[src/rtl/cenc_pkg.sv]
package cenc_pkg;

   typedef enum logic {
      PH_DATA = 1'b0,
      PH_TAIL = 1'b1
   } cenc_phase_e;

   function automatic int unsigned cnt_width(input int unsigned n);
      return (n > 1) ? $clog2(n) : 1;
   endfunction

endpackage

[src/rtl/cenc_tail_ctrl.sv]
module cenc_tail_ctrl
   import cenc_pkg::*;
#(
   parameter int unsigned TAIL_LEN = 2
) (
   input  logic clk,
   input  logic rst,
   input  logic accept,
   input  logic accept_last,
   output logic tail_active,
   output logic tail_final,
   output logic data_ready
);
   localparam int unsigned CNT_W = cnt_width(TAIL_LEN);
   localparam logic [CNT_W-1:0] CNT_END = CNT_W'(TAIL_LEN - 1);

   cenc_phase_e      phase_q;
   logic [CNT_W-1:0] cnt_q;

   always_ff @(posedge clk) begin
      if (rst) begin
         phase_q <= PH_DATA;
         cnt_q   <= '0;
      end else begin
         case (phase_q)
            PH_DATA: begin
               if (accept && accept_last) begin
                  phase_q <= PH_TAIL;
                  cnt_q   <= '0;
               end
            end
            PH_TAIL: begin
               if (cnt_q == CNT_END) begin
                  phase_q <= PH_DATA;
                  cnt_q   <= '0;
               end else begin
                  cnt_q <= cnt_q + 1'b1;
               end
            end
            default: phase_q <= PH_DATA;
         endcase
      end
   end

   assign tail_active = (phase_q == PH_TAIL);
   assign tail_final  = (phase_q == PH_TAIL) && (cnt_q == CNT_END);
   assign data_ready  = (phase_q == PH_DATA);

endmodule

[src/rtl/cenc_branch_calc.sv]
module cenc_branch_calc #(
   parameter int unsigned       K     = 3,
   parameter int unsigned       N_OUT = 2,
   parameter logic [N_OUT*K-1:0] GENS = '1
) (
   input  logic [K-2:0]     mem,
   input  logic             din,
   output logic [N_OUT-1:0] word
);
   logic [K-1:0] taps_in;
   assign taps_in = {din, mem};

   for (genvar i = 0; i < N_OUT; i++) begin : g_out
      localparam logic [K-1:0] G = GENS[i*K +: K];
      assign word[N_OUT-1-i] = ^(G & taps_in);
   end

endmodule

[src/rtl/tailed_conv_encoder.sv]
module tailed_conv_encoder
   import cenc_pkg::*;
#(
   parameter int unsigned K        = 3,
   parameter logic [K-1:0] G_FIRST  = 3'b111,
   parameter logic [K-1:0] G_SECOND = 3'b101
) (
   input  logic         clk,
   input  logic         rst,
   input  logic         in_valid,
   output logic         in_ready,
   input  logic         in_bit,
   input  logic         in_last,
   output logic         out_valid,
   output logic [1:0]   out_word,
   output logic         out_last,
   output logic [K-2:0] state_dbg
);
   localparam int unsigned MEM_W    = K - 1;
   localparam int unsigned N_OUT    = 2;
   localparam int unsigned TAIL_LEN = MEM_W;
   localparam logic [N_OUT*K-1:0] GENS = {G_SECOND, G_FIRST};

   if (K < 2) begin : g_bad_k
      $error("constraint length must be at least 2");
   end
   if (G_FIRST[K-1] != 1'b1 || G_SECOND[K-1] != 1'b1) begin : g_bad_in_tap
      $error("each generator must tap the input stage");
   end
   if (G_FIRST[0] != 1'b1 || G_SECOND[0] != 1'b1) begin : g_bad_old_tap
      $error("each generator must tap the oldest stage");
   end

   logic             data_ready, tail_active, tail_final;
   logic             accept, step, step_bit;
   logic [MEM_W-1:0] mem_q, mem_d;
   logic [N_OUT-1:0] word_d;

   assign accept   = in_valid && data_ready;
   assign step     = accept || tail_active;
   assign step_bit = tail_active ? 1'b0 : in_bit;

   cenc_tail_ctrl #(.TAIL_LEN(TAIL_LEN)) u_tail (
      .clk         (clk),
      .rst         (rst),
      .accept      (accept),
      .accept_last (in_last),
      .tail_active (tail_active),
      .tail_final  (tail_final),
      .data_ready  (data_ready)
   );

   cenc_branch_calc #(.K(K), .N_OUT(N_OUT), .GENS(GENS)) u_branch (
      .mem  (mem_q),
      .din  (step_bit),
      .word (word_d)
   );

   if (MEM_W == 1) begin : g_mem1
      assign mem_d = step_bit;
   end else begin : g_memn
      assign mem_d = {step_bit, mem_q[MEM_W-1:1]};
   end

   always_ff @(posedge clk) begin
      if (rst) begin
         mem_q     <= '0;
         out_valid <= 1'b0;
         out_last  <= 1'b0;
         out_word  <= '0;
      end else begin
         out_valid <= step;
         out_last  <= tail_final;
         if (step) begin
            mem_q    <= mem_d;
            out_word <= word_d;
         end
      end
   end

   assign in_ready  = data_ready;
   assign state_dbg = mem_q;

endmodule

[config.mk]
export PLATFORM = sky130hd
export DESIGN_NAME = tailed_conv_encoder
export DESIGN_NICKNAME = d
export VERILOG_FILES = /design/src/rtl/cenc_pkg.sv /design/src/rtl/cenc_tail_ctrl.sv /design/src/rtl/cenc_branch_calc.sv /design/src/rtl/tailed_conv_encoder.sv
export SDC_FILE = /design/constraint.sdc
export NUM_CORES = 1
export LEC_CHECK = 0
export BUFFER_PORTS_ARGS = -buffer_cell sky130_fd_sc_hd__buf_2
export CAP_MARGIN = 20
export CORE_AREA = 10 10 47 49
export CTS_BUF_LIST = sky130_fd_sc_hd__clkbuf_2 sky130_fd_sc_hd__clkbuf_4 sky130_fd_sc_hd__clkbuf_8
export DETAILED_ROUTE_END_ITERATION = 8
export DIE_AREA = 0 0 57 59
export SYNTH_ARGS = -nofsm -noshare
export SYNTH_HDL_FRONTEND = slang
export SYNTH_SLANG_ARGS = --single-unit
[constraint.sdc]
create_clock -name clk -period 0.95 [get_ports clk]
set_input_delay 0.1425 -clock clk [delete_from_list [all_inputs] [get_ports clk]]
set_output_delay 0.1425 -clock clk [all_outputs]
set_load 0.05 [all_outputs]
Word-level counts from Yosys, hierarchy flattened --
Cells that the tools add are included. Widths: inputs -> output; s select.
Operators by class: mux-type cells 7, eq/ne operators 1, reduce and logical (&&, ||, !) cells 6, bitwise gates (word level) 1, $add $sub $neg 1
Operators by type and width (count):
- $reduce_xor 3->1 | 2
- $mux 1 | 5
- $pmux 1 s2 | 2
- $logic_and 1x1->1 | 3
- $ne 2x1->1 const B | 1
- $add 1x1->1 const B | 1
- $logic_or 1x1->1 | 1
- $not 1->1 | 1
Storage, ports and cells: word-level logic and storage cells 22, register bits after elaboration 8

Longest topological paths before layout --
Gate-level depths: netlist (run 1).
depth in word-level cells 5, mapped depth 4

Cells and area by module --
From an unflattened synthesis (run 1), not the netlist that was laid out.
Unflattened totals: cell total of the unflattened synthesis 35, area, all modules 361.6 sq um
Modules (own cells, without submodules):
- tailed_conv_encoder | cells each 23, instances 1, area each 247.7 sq um
- cenc_tail_ctrl | cells each 10, instances 1, area each 81.3 sq um
- cenc_branch_calc | cells each 2, instances 1, area each 32.5 sq um

Worst setup path after synthesis (run 1) --
OpenSTA, ideal clock, no wires.
path type reg-to-reg, start register u_tail.phase_q, in the netlist u_tail.tail_active, end register out_word[1], slack -0.283 ns, library setup time 0.128 ns, cell stages (with the launch flop) 5, period minus slack after synthesis 1.233 ns, arrival time 1.105 ns, path through dfxtp_1 -> buf_6 -> clkinv_1 -> nand3_1 -> o211ai_1
On the way: longest elaborated chain between the ends 3
RTL lines:
- from (decl) | line cenc_tail_ctrl.sv:17 | cenc_phase_e phase_q;
- from (signal assigned) | line cenc_tail_ctrl.sv:22 | phase_q <= PH_DATA;
- from (signal assigned) | line cenc_tail_ctrl.sv:28 | phase_q <= PH_TAIL;
- from (signal assigned) | line cenc_tail_ctrl.sv:34 | phase_q <= PH_DATA;
- $not 1->1 | line cenc_tail_ctrl.sv:47 | assign data_ready = (phase_q == PH_DATA);
- named net in_ready | line tailed_conv_encoder.sv:11 | output logic in_ready,
- $logic_and 1x1->1 | line tailed_conv_encoder.sv:39 | assign accept = in_valid && data_ready;
- $logic_or 1x1->1 | line tailed_conv_encoder.sv:40 | assign step = accept || tail_active;
- to (signal assigned) | line tailed_conv_encoder.sv:76 | out_word <= word_d;
- to (decl) | line tailed_conv_encoder.sv:15 | output logic [1:0] out_word,
The timed path passes the listed nets, and every way through them passes these cells. A chain may end at the register's enable or synchronous reset.

Worst setup path in the final report (run 1) --
start register u_tail.phase_q, in the netlist u_tail.tail_active, end register out_word[1]
On the way: longest elaborated chain between the ends 3
RTL lines:
- parallel branches: the longest is 3 deep, another holds $reduce_xor 3->1
Parallel ways; which one is timed is not known.

==> results by group, run 1 <==
Finish
  • Most common cell after layout, fill and taps aside: buf_4
  • Layout net count: 62
  • Area Overhead vs Synth: 44.3%
  • Layout Cells excl Fill: 71
  • Ant diodes: 0
  • Most frequent cells in the layout: buf_4 (5), a21oi_1 (4), nor2_1 (4), buf_2 (4), dfxtp_1 (4)
  • Fraction of layout instances using a drive strength above 1: about 45%
  • Design area: around 520 sq um

Die
  • Ports: 12
  • Row cnt: 14
  • Die width: ~57 microns
  • Initial Util: between 20 and 30%
  • Core area: about 1400 sq um
  • Die ar.: between 3000 and 4000 sq um
  • Die Ht: roughly 60 microns

Timing
  • Tcrit/Tclk final: 106%
  • Max frequency: 992 MHz
  • RSZ-0062 raised after global routing: yes
  • Worst slew margin: a little under nine tenths
  • Worst-margin pin slew: around 0.21 ns
  • Tmin final: roughly 1 ns
  • Setup ws final: -0.0578 ns
  • Clock Skew: around 0.006 ns
  • Setup TNS: -0.0682 ns
  • Final Setup Violations: 2
  • Final Hold Fails: 0
  • Fin. max-slew vios: 0

Power
  • Leak Pwr: around 0.00022 uW
  • Switch share: 30.0%
  • Sw power: about 250 uW
  • Pwr dens: approximately 1600 nW/um^2
  • Power, Total: 831 uW
  • Peak VDD IR: 1080 uV
  • Clk pwr share: between 30 and 40%
  • Sequential Power Share: 44.8%
  • Comb pwr share: 24.5%
  • Cell Int Power: roughly 580 uW

Yosys
  • Synth top area share: ~44%
  • Post-Syn Area: between 300 and 400 sq um
  • YS warnings: 0
  • Post-synth EDFFs: 0
  • Cells after Synth: 41
  • Ys flop type: dfxtp_1
  • Synth Register Bits: 8
  • Count of cell types in the netlist: 21
  • Post-synth net total: 46
  • Mean Syn Cell Area: 8.82 sq um
  • Async set or reset register ratio after synthesis: 0%
  • Fraction of the yosys area taken by sequential cells: 44.3%
  • Top post-synthesis cells by area: dfxtp_1 (44%), nor3b_2 (6.9%), buf_6 (6.2%), a21oi_1 (5.5%), nand3_1 (4.2%)
  • Dominant cell type by area after synthesis: dfxtp_1

Critical path
  • Reg2Reg Launch Point: u_tail.tail_active$_SDFF_PP0_
  • Largest stage delay, worst path: ~0.35 ns
  • Worst path slowest cell: dfxtp_4
  • Critical Path RT: roughly 1.1 ns
  • Reg2reg setup slack: -0.06 ns
  • CP startpoint: u_tail.tail_active$_SDFF_PP0_
  • Maximum fanout along the worst path: 8
  • CP Capture Point: out_word[1]$_SDFFE_PP0P_
  • CP Depth: 4
  • CP top delay family: flip-flops
  • R2r endpoint: out_word[1]$_SDFFE_PP0P_
  • Data arrival, critical path: 1.13 ns
  • CP bufs+invs: 1
  • Startpoint Class: register
  • Critical path class: reg2reg
  • Register-to-Register Path Depth: 4
  • Worst setup EP type: register
  • CP cell instances: buf_6 > nor2b_4 > o21ai_1 > o211ai_1

Flow run
  • Max cap viols: 0

Placement
  • Post-DP HPWL: ~560 microns
  • Placed Area: about 410 sq um
  • Placed insts: 65
  • IO buf count: 11
  • Placer congestion estimate: 0.707
  • Post-place setup slack: -0.0474 ns

GRT
  • Initial antenna violation count: 0
  • Vias in the first global route: ~310
  • First-pass GRT wire length: 1.25 mm
  • Gr ovfl total: 0
  • GRT Util Overall: roughly 4.7%
  • Largest net degree at the start of global routing: 12

Route
  • Vias/cell: around 4.7
  • First-pass iteration count of the detailed router: 4
  • Drc violations: 0
  • Total wire length: around 870 microns
  • Via count: ~330
  • Final ANT Viol Nets: 0
  • Average wire per standard cell: 12.2 microns
  • DRT iter0 DRCs: 10

Outcome
  • Outcome: finished with violations
  • Failing checks: setup timing

Clock network
  • Clk buf depth: 2
  • Reg clk slew, reported paths: roughly 0.060 ns
  • CTS tree: done
  • Worst-Skew Late Latency: approximately 0.25 ns
  • Clock Tree Root: clkbuf_4
  • Clk sinks: 8
  • Num CTS Buffers: 3
  • H-tree levels: 1

Min path
  • Hold Crit Class: in2reg
==> cells in the mapped netlist (2+ instances only) <==
cell     count
a21oi_1      4
nor2b_1      2
o21ai_1      2
nor3b_2      2
nand3_1      3
dfxtp_1      8
nor2_1       4
buf_6        2
nand2_1      2
==> cell type report <==
cell class                 instances  area, sq um
timing repair buffer              14          125
fill                             146          880
sequential                         8          170
multi-input combinational         28          174
inverter                           2         10.0
clock buffer                       3         22.5
tap                               16         20.0
==> layer usage <==
layer	GRT usage [%]	wire length, microns
met4	2.01	0
met2	7.75	464
met5	0	0
met3	4.08	112
met1	3.94	290
==> worst reg2reg max path, stage by stage, from the launching register on <==
cell and delay [ns]:
dfxtp_4 0.35, buf_6 0.13, nor2b_4 0.12, o21ai_1 0.15, o211ai_1 0.12
==> flip-flops by register name, indices dropped and copies added (netlist names) <==
signal and count:
out_word 2, state_dbg 2, out_last 1, out_valid 1, u_tail.cnt_q 1, u_tail.tail_active 1
==> power by group through the flow <==
stage,sequential [uW],clock [uW],combinational (uW)
floorplan,427,0,81.3
global placement,383,0,152
detailed placement,383,0,152
CTS,371,266,178
global route,377,287,215
finish,372,256,203
==> worst min-delay path by stage <==
| stage | cells past startpoint | end | start | slack [ns] |
|---|---|---|---|---|
| 6_report | 3 | u_tail.tail_active$_SDFF_PP0_ | in_last | 0.17 |
| 3_3_place_gp | 2 | state_dbg[0]$_SDFFE_PP0P_ | rst | 0.44 |
| 5_1_grt | 3 | u_tail.tail_active$_SDFF_PP0_ | in_last | 0.17 |
| 2_1_floorplan | 2 | u_tail.tail_active$_SDFF_PP0_ | in_last | 0.31 |
| 4_1_cts | 3 | u_tail.tail_active$_SDFF_PP0_ | in_last | 0.17 |
| 3_5_place_dp | 2 | state_dbg[0]$_SDFFE_PP0P_ | rst | 0.44 |
==> cell families after synthesis <==
kind of cell / share of synthesized area (%)
XOR/XNOR: 2.42
AO/OA/AOI/OAI: 13.5
buffers and inverters: 9.68
AND/OR/NAND/NOR: 27.3
multiplexers: 2.77
flip-flops: 44.3
==> stage by stage <==
stage | utilization, % | hold slack (ns)
floorplan | - | 0.310
finish | 37.2 | 0.166
global route | 37.2 | 0.172
global placement | 29.6 | 0.438
CTS | 34.0 | 0.166
detailed placement | 29.6 | 0.436
==> what timing repair did <==
action,CTS,global route
setup buffers,1,2
endpoints found under the setup margin,8,7
hold buffers,0,0
gates resized for setup,12,9
pin swaps,1,2
(Power assumes the default switching activity.)
==> run 2: changes to the inputs <==
--- a/config.mk
+++ b/config.mk
@@ -5,12 +5,14 @@
 export SDC_FILE = /design/constraint.sdc
 export NUM_CORES = 1
 export LEC_CHECK = 0
-export BUFFER_PORTS_ARGS = -buffer_cell sky130_fd_sc_hd__buf_2
 export CAP_MARGIN = 20
 export CORE_AREA = 10 10 47 49
 export CTS_BUF_LIST = sky130_fd_sc_hd__clkbuf_2 sky130_fd_sc_hd__clkbuf_4 sky130_fd_sc_hd__clkbuf_8
 export DETAILED_ROUTE_END_ITERATION = 8
 export DIE_AREA = 0 0 57 59
+export DONT_BUFFER_PORTS = 1
+export PLACE_DENSITY_LB_ADDON = 0.12
+export RECOVER_POWER = 100
 export SYNTH_ARGS = -nofsm -noshare
 export SYNTH_HDL_FRONTEND = slang
 export SYNTH_SLANG_ARGS = --single-unit
==> run 2 against run 1 <==
Effect of this change: the flow still finishes with violations (setup timing); wire length is 2.5% lower; critical path depth fell by 2; register-to-register slack better by 0.08 ns; maximum frequency is 5.1% higher; count of clock-buffer cells in the layout unchanged; setup slack improved by 0.049 ns; non-clock buffer count down 2; core utilization decreased by 0.089 points; sequential cell count unchanged; cell area decreased by 0.24%; via count shrank 6.3%; clock power about the same; critical endpoint is now in_ready.
==> results by group, run 2 (synthesized netlist as in run 1, its figures left out) <==
Critical path
  • Largest stage delay, worst path: about 0.36 ns
  • Reg2reg setup slack: approximately 0.020 ns
  • Startpoint Class: register
  • R2r endpoint: out_word[1]$_SDFFE_PP0P_
  • Worst setup EP type: primary output
  • CP Depth: 2
  • CP cell instances: clkinv_4 > buf_8
  • CP bufs+invs: 2
  • Worst path slowest cell: dfxtp_4
  • Maximum fanout along the worst path: 4
  • Register-to-Register Path Depth: 4
  • Reg2Reg Launch Point: u_tail.tail_active$_SDFF_PP0_
  • Critical Path RT: 0.81 ns
  • CP top delay family: flip-flops
  • Data arrival, critical path: slightly above 0.8 ns
  • Critical path class: reg2out

Timing
  • Final hold slack: roughly 0.031 ns
  • Setup ws final: -0.00902 ns
  • Fin. max-slew vios: 0
  • RSZ-0062 raised after global routing: yes
  • Tcrit/Tclk final: 101%
  • Worst-margin pin slew: around 0.25 ns
  • Final Setup Violations: 1
  • Tmin final: between 0.9 and 1 ns
  • Worst slew margin: a little over four fifths
  • Max frequency: ~1000 MHz
  • Final Hold Fails: 0
  • Clock Skew: around 0.0041 ns

Clock network
  • Worst-Skew Late Latency: about 0.25 ns
  • Clk sinks: 8
  • Clock Tree Root: clkbuf_4
  • Clk buf depth: 2
  • Num CTS Buffers: 3
  • H-tree levels: 1
  • Reg clk slew, reported paths: about 0.06 ns
  • CTS tree: done

Route
  • Average wire per standard cell: approximately 12 microns
  • Total wire length: 845 microns
  • Final ANT Viol Nets: 0
  • Via count: a little over 300
  • Vias/cell: between 4 and 5
  • DRT iter0 DRCs: 3
  • First-pass iteration count of the detailed router: 2
  • Drc violations: 0

Power
  • Cell Int Power: just under 600 uW
  • Peak VDD IR: roughly 560 uV
  • Sequential Power Share: a little under half
  • Leak Pwr: roughly 0.00021 uW
  • Comb pwr share: 23.1%
  • Pwr dens: ~1600 nW/um^2
  • Sw power: around 230 uW
  • Clk pwr share: 31.3%
  • Switch share: about 29%

Finish
  • Fraction of layout instances using a drive strength above 1: slightly above 40%
  • Most common cell after layout, fill and taps aside: buf_4
  • Layout Cells excl Fill: between 60 and 70
  • Ant diodes: 0
  • Most frequent cells in the layout: buf_4 (7), a21oi_1 (4), nor2_1 (4), dfxtp_1 (4)
  • Layout net count: 60
  • Area Overhead vs Synth: 43.9%

Die
  • Initial Util: 25.8%
  • Die Ht: ~59 microns
  • Row cnt: 14
  • Ports: 12
  • Core area: about 1400 sq um
  • Die ar.: 3360 sq um
  • Die width: between 50 and 60 microns

Placement
  • Placed insts: 61
  • IO buf count: 0
  • Placer congestion estimate: 0.799
  • Post-DP HPWL: around 610 microns

Min path
  • Hold Crit Class: in2reg
  • Hold Path Depth: 2
  • Min-delay src: in_valid
  • Worst Hold Path EP: out_valid$_SDFF_PP0_

GRT
  • First-pass GRT wire length: between 1 and 1.5 mm
  • GRT Util Overall: 5.28%
  • Initial antenna violation count: 0
  • Gr ovfl total: 0
  • Largest net degree at the start of global routing: 12
  • Vias in the first global route: about 320

Outcome
  • Outcome: finished with violations
  • Failing checks: setup timing

Flow run
  • Max cap viols: 0
run 2: cell count changes in the layout (fill, tap and decap cells not counted):
cell,change
buf_6,-1
o21ai_1,+1
inv_4,-1
clkinv_4,+1
buf_4,+2
dfxtp_4,+1
dfxtp_2,-1
buf_2,-4
dlygate4sd3_1,+1
o21ai_0,-1
run 2: metal layers:
layer	track usage, %	vias up	share of wire, %
li1	-	166	-
met1	5.60	136	43
met2	7.44	8	46
met3	3.22	0	11
met4	4.03	0	0
met5	0	-	0
run 2: through the flow:
stage / cell area (sq um) / setup WS (ns) / power [uW] / setup TNS [ns] / utilization [%]
after floorplan: 367 / -0.0281 / 508 / -0.0281 / -
after global placement: 412 / -0.00507 / 524 / -0.00507 / 29.4
after detailed placement: 412 / -0.0501 / 526 / -0.0595 / 29.4
after CTS: 474 / -0.0203 / 812 / -0.0382 / 33.8
after global routing: 520 / -0.0313 / 859 / -0.0605 / 37.1
final: 520 / -0.00902 / 813 / -0.00902 / 37.1
run 2: power by group through the flow:
stage / clock network (uW) / logic [uW] / registers [uW]
global placement: 0 / 141 / 383
floorplan: 0 / 81.3 / 427
global route: 285 / 200 / 373
CTS: 271 / 168 / 373
detailed placement: 0 / 141 / 384
finish: 255 / 188 / 371
run 2: area by class of cell:
cell class / instances / area [sq um]
multi-input cells: 28 / 174
well taps: 16 / 20.0
flip-flops and latches: 8 / 173
inverters: 2 / 12.5
repair buffers: 12 / 119
fillers: 148 / 881
clock buffers: 3 / 22.5
run 2: worst max path at each step:
| stage | startpoint | to | slack [ns] |
|---|---|---|---|
| CTS | u_tail.tail_active$_SDFF_PP0_ | out_word[1]$_SDFFE_PP0P_ | -0.02 |
| global route | u_tail.tail_active$_SDFF_PP0_ | in_ready | -0.03 |
| detailed placement | u_tail.tail_active$_SDFF_PP0_ | in_ready | -0.05 |
| finish | u_tail.tail_active$_SDFF_PP0_ | in_ready | -0.009 |
| floorplan | u_tail.tail_active$_SDFF_PP0_ | out_word[1]$_SDFFE_PP0P_ | -0.03 |
| global placement | u_tail.tail_active$_SDFF_PP0_ | in_ready | -0.005 |
run 2: repair_timing:
item,in CTS,in global routing
buffers inserted,1,3
hold buffers,1,0
setup endpoints to repair,4,6
endpoints found under the hold margin,6,0
pin swaps,1,2
gates resized for setup,7,8
run 2: worst register-to-register path: cells and delay by family (launching register included):
| kind | cells | cell delay (ns) |
|---|---|---|
| DFF | 1 | 0.35 |
| AOI/OAI and AO/OA | 2 | 0.21 |
| buffers and inverters | 1 | 0.13 |
| and+or+nand+nor | 1 | 0.12 |
==> run 3: changes to the inputs <==
--- a/config.mk
+++ b/config.mk
@@ -7,7 +7,7 @@
 export LEC_CHECK = 0
 export CAP_MARGIN = 20
 export CORE_AREA = 10 10 47 49
-export CTS_BUF_LIST = sky130_fd_sc_hd__clkbuf_2 sky130_fd_sc_hd__clkbuf_4 sky130_fd_sc_hd__clkbuf_8
+export CTS_BUF_LIST = sky130_fd_sc_hd__clkbuf_8
 export DETAILED_ROUTE_END_ITERATION = 8
 export DIE_AREA = 0 0 57 59
 export DONT_BUFFER_PORTS = 1
==> run 3 against run 2 <==
Effect of this change: the flow still finishes with violations (setup timing); sequential cell count did not move; maximum frequency increased by 0.54%; worst hold slack improved by 0.027 ns; wire length is 0.95% lower; clock power is 57% higher; count of clock-buffer cells in the layout is the same; sequential power increased by 1%; setup slack better by 0.0052 ns; cell area down 3.1%; global-route usage grew 0.17 points; final cell count fell by 1.4%; sequential share of layout area increased by 0.077 points; largest cell class is now sequential cells; largest power group is now the clock network.
==> results by group, run 3 (synthesized netlist as in run 1, its figures left out) <==
Timing
  • Final Setup Violations: 1
  • Setup ws final: -0.00383 ns
  • RSZ-0062 raised after global routing: yes
  • Max frequency: roughly 1000 MHz
  • Worst-margin pin slew: 0.240 ns
  • Tmin final: roughly 0.95 ns
  • Worst slew margin: 83.9%
  • Setup TNS: -0.00383 ns
  • Tcrit/Tclk final: 100%
  • Clock Skew: between 0.00015 and 0.0002 ns
  • Final Hold Fails: 0
  • Fin. max-slew vios: 0

Route
  • Total wire length: about 840 microns
  • First-pass iteration count of the detailed router: 2
  • DRT iter0 DRCs: 3
  • Vias/cell: 4.53
  • Via count: between 300 and 400
  • Average wire per standard cell: 12.3 microns
  • Drc violations: 0
  • Final ANT Viol Nets: 0

Power
  • Pwr dens: approximately 1900 nW/um^2
  • Leak Pwr: ~0.00021 uW
  • Peak VDD IR: between 600 and 700 uV
  • Power, Total: approximately 950 uW

Flow run
  • Max cap viols: 0

Clock network
  • Num CTS Buffers: 3
  • Reg clk slew, reported paths: roughly 0.04 ns
  • H-tree levels: 1
  • CTS tree: done
  • Clk buf depth: 2
  • Worst-Skew Late Latency: 0.22 ns
  • Clock Tree Root: clkbuf_8
  • Clk sinks: 8

Finish
  • Area Overhead vs Synth: 39.4%
  • Fraction of layout instances using a drive strength above 1: 38.5%
  • Layout net count: 59
  • Most common cell after layout, fill and taps aside: buf_4
  • Ant diodes: 0
  • Core Util, Final: a little over a third
  • Most frequent cells in the layout: buf_4 (5), a21oi_1 (4), nor2_1 (4), dfxtp_1 (4)

Placement
  • IO buf count: 0
  • Placer congestion estimate: approximately 0.8
  • Post-DP HPWL: between 600 and 700 microns
  • Post-place setup slack: -0.0501 ns

Outcome
  • Failing checks: setup timing
  • Outcome: finished with violations

Die
  • Ports: 12
  • Initial Util: 25.8%
  • Die Ht: between 50 and 60 microns
  • Row cnt: 14
  • Die width: 57 microns
  • Core area: approximately 1400 sq um
  • Die ar.: 3360 sq um

GRT
  • Vias in the first global route: roughly 330
  • Gr ovfl total: 0
  • GRT Util Overall: about 5.5%
  • Initial antenna violation count: 0
  • Largest net degree at the start of global routing: 12
  • First-pass GRT wire length: approximately 1.4 mm

Min path
  • Hold Crit Class: in2reg

Critical path
  • Maximum fanout along the worst path: 5
  • Worst setup EP type: primary output
  • Startpoint Class: register
  • Critical Path RT: 0.81 ns
  • Critical path class: reg2out
  • Data arrival, critical path: between 0.8 and 0.9 ns
==> run 3: cell count changes in the layout (fill, tap and decap cells not counted), sizes merged <==
cell    delta
buf        -4
clkbuf     +3
==> run 3: layout make-up <==
class / instances / area (sq um)
flip-flops and latches: 8 / 168
multi-input cells: 28 / 166
repair buffers: 11 / 96.3
clock buffers: 3 / 41.3
fillers: 157 / 897
well taps: 16 / 20.0
inverters: 2 / 12.5
==> run 3: power breakdown <==
| part | internal (uW) | leakage [uW] | switching (uW) |
|---|---|---|---|
| clock | 274 | 0.0000216 | 126 |
| sequential | 359 | 0.0000676 | 16.4 |
| combinational | 67.2 | 0.000118 | 103 |
| total | 700 | 0.000207 | 246 |
==> run 3: per-layer routing <==
metal | vias up | GRT usage [%] | share of wire [%]
li1 | 161 | - | -
met1 | 139 | 5.72 | 45
met2 | 8 | 7.75 | 45
met3 | 0 | 3.43 | 9.3
met4 | 0 | 4.03 | 0
met5 | - | 0 | 0
==> run 3: final timing paths <==
kind	start	to	slack, ns	cells after the start
max	u_tail.tail_active$_SDFF_PP0_	in_ready	-0.004	2
min	in_valid	out_valid$_SDFF_PP0_	0.06	2
max reg2reg	u_tail.tail_active$_SDFF_PP0_	out_word[0]$_SDFFE_PP0P_	0.03	4
min reg2reg	u_tail.cnt_q$_SDFFE_PP0P_	u_tail.cnt_q$_SDFFE_PP0P_	0.48	2
==> run 3: per-stage QoR <==
step                area (sq um)  std cells  hold slack (ns)
floorplan                    367         41            0.310
global placement             412         61            0.210
detailed placement           412         61            0.210
CTS                          500         68           0.0522
global route                 504         68           0.0958
finish                       504         68           0.0575
==> run 3: timing repair <==
| action | in CTS | in global routing |
|---|---|---|
| buffers inserted | 3 | 0 |
| gates resized for setup | 5 | 2 |
| pin swaps | 0 | 2 |
| hold buffers | 1 | 0 |
| setup endpoints to repair | 2 | 4 |
| endpoints found under the hold margin | 6 | 0 |
==> run 3: worst max-delay path: stages (launching register included) <==
cell      delay, ns
dfxtp_4        0.37
clkinv_4       0.07
buf_8          0.15
